**src/rtl/b3zs_pkg.sv**
```systemverilog
package b3zs_pkg;

    // Symbols held in the lookahead window
    typedef enum logic [1:0] {
        SYM_SPACE = 2'd0,   // raw zero, still eligible for substitution
        SYM_MARK  = 2'd1,   // raw one
        SYM_FILL  = 2'd2,   // zero already claimed by a substitution
        SYM_VIOL  = 2'd3    // violation pulse planted by a substitution
    } sym_e;

    typedef struct packed {
        logic p;
        logic n;
    } rails_t;

    localparam rails_t RAILS_IDLE = '{p: 1'b0, n: 1'b0};

    // Default run length that triggers a substitution
    localparam int unsigned ZERO_RUN = 3;

    function automatic rails_t pulse_of(input logic positive);
        rails_t r;
        r.p = positive;
        r.n = ~positive;
        return r;
    endfunction

    function automatic sym_e sym_of_bit(input logic b);
        return b ? SYM_MARK : SYM_SPACE;
    endfunction

endpackage

```
**src/rtl/b3zs_window.sv**
```systemverilog
module b3zs_window
    import b3zs_pkg::*;
#(
    parameter int unsigned RUN_LEN = ZERO_RUN
) (
    input  logic clk,
    input  logic rst,
    input  logic sub_en,
    input  logic din,
    output sym_e sym_o,
    output logic trig_o
);
    localparam int unsigned NSTG = RUN_LEN - 1;

    sym_e [NSTG-1:0] stg_q;
    sym_e [NSTG-1:0] stg_d;
    logic            all_space;
    logic            trig;

    always_comb begin
        all_space = ~din;
        for (int k = 0; k < NSTG; k++) begin
            all_space = all_space & (stg_q[k] == SYM_SPACE);
        end
        trig = sub_en & all_space;
    end

    for (genvar k = 0; k < NSTG; k++) begin : g_stage
        if (k == 0) begin : g_head
            assign stg_d[k] = trig ? SYM_VIOL : sym_of_bit(din);
        end else begin : g_body
            assign stg_d[k] = trig ? SYM_FILL : stg_q[k-1];
        end
    end

    always_ff @(posedge clk) begin
        if (rst) begin
            for (int k = 0; k < NSTG; k++) begin
                stg_q[k] <= SYM_FILL;
            end
        end else begin
            stg_q <= stg_d;
        end
    end

    assign sym_o  = stg_q[NSTG-1];
    assign trig_o = trig;

endmodule

```
**src/rtl/b3zs_polarity.sv**
```systemverilog
module b3zs_polarity
    import b3zs_pkg::*;
(
    input  logic   clk,
    input  logic   rst,
    input  logic   unipolar,
    input  sym_e   sym_i,
    input  logic   trig_i,
    output rails_t rails_o
);
    logic   last_pos_q, last_pos_d;
    logic   odd_q, odd_d;
    rails_t rails_q, rails_d;

    always_comb begin
        last_pos_d = last_pos_q;
        odd_d      = odd_q;
        rails_d    = RAILS_IDLE;
        if (unipolar) begin
            rails_d.p = (sym_i == SYM_MARK);
        end else if (trig_i) begin
            // head of a substituted run: B only if count is even
            if (!odd_q) begin
                rails_d    = pulse_of(~last_pos_q);
                last_pos_d = ~last_pos_q;
                odd_d      = 1'b1;
            end
        end else begin
            unique case (sym_i)
                SYM_MARK: begin
                    rails_d    = pulse_of(~last_pos_q);
                    last_pos_d = ~last_pos_q;
                    odd_d      = ~odd_q;
                end
                SYM_VIOL: begin
                    rails_d = pulse_of(last_pos_q);
                    odd_d   = 1'b0;
                end
                default: rails_d = RAILS_IDLE;
            endcase
        end
    end

    always_ff @(posedge clk) begin
        if (rst) begin
            last_pos_q <= 1'b0;
            odd_q      <= 1'b0;
            rails_q    <= RAILS_IDLE;
        end else begin
            last_pos_q <= last_pos_d;
            odd_q      <= odd_d;
            rails_q    <= rails_d;
        end
    end

    assign rails_o = rails_q;

endmodule

```
**src/rtl/b3zs_edge_out.sv**
```systemverilog
module b3zs_edge_out
    import b3zs_pkg::*;
(
    input  logic   clk,
    input  logic   rst,
    input  logic   fall_sel,
    input  rails_t rails_i,
    output rails_t rails_o
);
    rails_t fall_q;

    always_ff @(negedge clk) begin
        if (rst) begin
            fall_q <= RAILS_IDLE;
        end else begin
            fall_q <= rails_i;
        end
    end

    assign rails_o = fall_sel ? fall_q : rails_i;

endmodule

```
**src/rtl/b3zs_line_enc.sv**
```systemverilog
module b3zs_line_enc
    import b3zs_pkg::*;
#(
    parameter int unsigned RUN_LEN = ZERO_RUN
) (
    input  logic clk,
    input  logic rst,
    input  logic din,
    input  logic code_ami,
    input  logic unipolar,
    input  logic fall_edge,
    output logic pos_o,
    output logic neg_o
);
    sym_e   win_sym;
    logic   win_trig;
    logic   sub_en;
    rails_t core_rails;
    rails_t line_rails;

    assign sub_en = ~code_ami & ~unipolar;

    b3zs_window #(.RUN_LEN(RUN_LEN)) u_window (
        .clk    (clk),
        .rst    (rst),
        .sub_en (sub_en),
        .din    (din),
        .sym_o  (win_sym),
        .trig_o (win_trig)
    );

    b3zs_polarity u_polarity (
        .clk      (clk),
        .rst      (rst),
        .unipolar (unipolar),
        .sym_i    (win_sym),
        .trig_i   (win_trig),
        .rails_o  (core_rails)
    );

    b3zs_edge_out u_edge (
        .clk      (clk),
        .rst      (rst),
        .fall_sel (fall_edge),
        .rails_i  (core_rails),
        .rails_o  (line_rails)
    );

    assign pos_o = line_rails.p;
    assign neg_o = line_rails.n;

endmodule

```
**config.mk**
```make
export PLATFORM = sky130hd
export DESIGN_NAME = b3zs_line_enc
export DESIGN_NICKNAME = d
export VERILOG_FILES = /design/src/rtl/b3zs_pkg.sv /design/src/rtl/b3zs_window.sv /design/src/rtl/b3zs_polarity.sv /design/src/rtl/b3zs_edge_out.sv /design/src/rtl/b3zs_line_enc.sv
export SDC_FILE = /design/constraint.sdc
export NUM_CORES = 1
export LEC_CHECK = 0
export ABC_AREA = 0
export BUFFER_PORTS_ARGS = -buffer_cell sky130_fd_sc_hd__buf_2
export CORE_AREA = 3 3 40 42
export DETAILED_ROUTE_END_ITERATION = 10
export DIE_AREA = 0 0 43 45
export PLACE_DENSITY = 0.57
export SLEW_MARGIN = 40
export SYNTH_ARGS = -nofsm -noshare
export SYNTH_HDL_FRONTEND = slang
export SYNTH_SLANG_ARGS = --single-unit
```
**constraint.sdc**
```tcl
create_clock -name clk -period 1.6 [get_ports clk]
set_input_delay 0.4 -clock clk [delete_from_list [all_inputs] [get_ports clk]]
set_output_delay 0.4 -clock clk [all_outputs]
set_load 0.05 [all_outputs]
```
==> impl_metrics.ini <==
[clocking]
clock-sinks = 10
cts-root-buf = clkbuf_4
cts_buffer_depth = 2
tritoncts = done
post-cts-setup-buffers = 0
cts_resized = 4
cts_made_buffers = 3
h-tree-depth = 1
clk_pin_slew_worst_paths_ns = 0.07
ctsHoldBuffers = 0
worstSkewPairLatency_ns = 0.32

[placement]
place_hpwl_um = 560
placed_area_um2 = 520
gp_congestion = 0.756
io_buffers = 7

[floorplan]
die_area_um2 = 1940
initial_core_util_pct = 35.8
fp-row-count = 13
io-pin-count = 8
die_y_um = 45
coreArea_um2 = 1280
die_x_um = 43

[routing]
drc = 0
detail-route-antenna-nets = 0
viasPerCell = 4.96
drt_iter0_drc = 9
drt_wl_total_um = 759
dr.pass1.iters = 4
routed-via-count = 352
wl_per_cell_um = 10.7

[layout]
utilization_pct = 44.6
area_delta_synth_final_pct = 24.5
drive_gt1_share_pct = 33.9
diodes = 0
seq_area_um2 = 200
multi_input_area_um2 = 248
nNetsFinal = 63
design_area_um2 = 573
fillCellCount = 126

[logic_synthesis]
yosysMostFrequentCell = dfxtp_1
synth_seq_area_share_pct = 43.5
yosysWarnings = 0
yosys-top-cells-count = dfxtp_1 (10), nor2b_1 (5), a21oi_1 (4)
synth_area_leaders = dfxtp_1 (43%), nor2b_1 (6.8%), mux2_2 (4.9%)
async_flop_share_pct = 0
ys.flop_type = dfxtp_1
synth_nets = 51
synth_largest_area_cell = dfxtp_1
synth-edff-count = 0
syn_area_um2 = 460
synth_top_area_share_pct = 43.5
post_synth_inst_count = 45
synth-seq-cells = 10
synth_cell_types = 23
syn_avg_cell_area_um2 = 10.2

[timing]
setup_viol = 2
slew_headroom_pct = 76.9
skew_ns = 0.0557
hold_violations = 0
worst_pin_slew_ns = 0.343
setup_tns_ns = -1.22
rsz0062_at_grt = yes
worst_slack_ns = -0.611
drv_slew = 0
hold-worst-slack_ns = 0.395

[global_route]
antenna_found_initial = 0
grt_max_degree = 11
gr-total-overflow = 0
grt_use_met3_pct = 2.39
grt_usage_pct = 9.27
grt.met2_usage_pct = 15.9
grt_pass1_vias = 318
grt_pass1_wl_mm = 1.29
grt_busiest_layer = met2
use_met1_pct = 9.73

[power_and_ir_drop]
p_leak_nw = 0.232
peakVddDrop_v = 0.000433
total_power_mw = 0.560
powerDensity_nw_per_um2 = 977

[min_path]
hp-class = in2reg
holdPathStages = 3

[critical_path]
worstPathRequired_ns = 1.20
criticalPathCategory = reg2out
cp-end-kind = output pin
cp.arrival_ns = 1.81
path_max_fanout = 1
reg2reg_depth = 3
startpoint_type = flop

[status]
violations = negative setup slack
status = complete, but fails checks

[job]
cap_violations = 0
layout make-up:
| class | count | share of cell area (%) |
|---|---|---|
| multi-input combinational | 30 | 43.2 |
| sequential | 10 | 34.9 |
| timing repair buffer | 8 | 9.61 |
| clock buffer | 4 | 6.33 |
| tap | 15 | 3.28 |
| clock inverter | 2 | 1.31 |
| inverter | 2 | 1.31 |
path summary, 6_finish.rpt:
path	slack (ns)	end	from
min	0.40	u_window.stg_q[0]	din
min reg2reg	0.50	u_window.sym_o[0]	u_window.stg_q[0]
max reg2reg	0.30	u_polarity.last_pos_q	u_window.sym_o[1]
max	-0.61	pos_o	u_edge.fall_q[1]
report_power, final:
group	switching, mW	leakage [nW]	internal (mW)
Clock	0.103	0.0316	0.145
Combinational	0.0245	0.118	0.0218
Sequential	0.00881	0.0818	0.257
Total	0.136	0.232	0.424
cells by family after synthesis:
| logic type | share of synthesized area [%] |
|---|---|
| mux | 8.15 |
| xor+xnor | 1.90 |
| simple gates | 24.5 |
| buf+inv | 4.35 |
| compound gates | 17.7 |
| flops | 43.5 |
cell usage in the layout (no fill, tap or decap):
cell	Yosys	final
xor2_1	1	1
clkbuf_4	0	3
inv_1	3	4
or3_1	2	2
a211oi_1	1	1
a2111oi_2	1	1
a221oi_1	1	1
nor2_1	3	3
buf_6	0	2
buf_2	1	5
a21oi_1	4	4
or2_2	1	1
a22oi_1	1	1
and2_1	1	1
clkbuf_8	0	1
nor2b_1	5	5
nor3b_1	1	1
a211o_1	1	1
mux2_4	1	3
o31ai_1	1	1
buf_4	0	1
a31oi_1	1	1
nor4_4	1	1
dfxtp_1	10	10
nor3_4	1	1
critical path: stages, from the launching register on:
cell and delay (ns):
dfxtp_1 0.29, mux2_4 0.25, buf_6 0.15
layer usage:
metal	share of wire (%)	routed length [µm]
met5	0	0
met2	48	363
met4	2.9	22
met1	44	333
met3	5.1	39
registers in the layout, indices dropped and copies added, names as in the netlist:
register,cells
u_polarity.odd_q,1
u_window.stg_q,2
u_window.sym_o,2
u_edge.fall_q,2
u_polarity.rails_o,2
u_polarity.last_pos_q,1
per-stage QoR:
| stage | std cells | setup slack, ns |
|---|---|---|
| 4_1_cts | 71 | -0.618 |
| 3_5_place_dp | 66 | -0.325 |
| 5_1_grt | 71 | -0.643 |
| 2_1_floorplan | 45 | -0.206 |
| 3_3_place_gp | 66 | -0.323 |
| 6_report | 71 | -0.611 |
(Power assumes the default switching activity.)
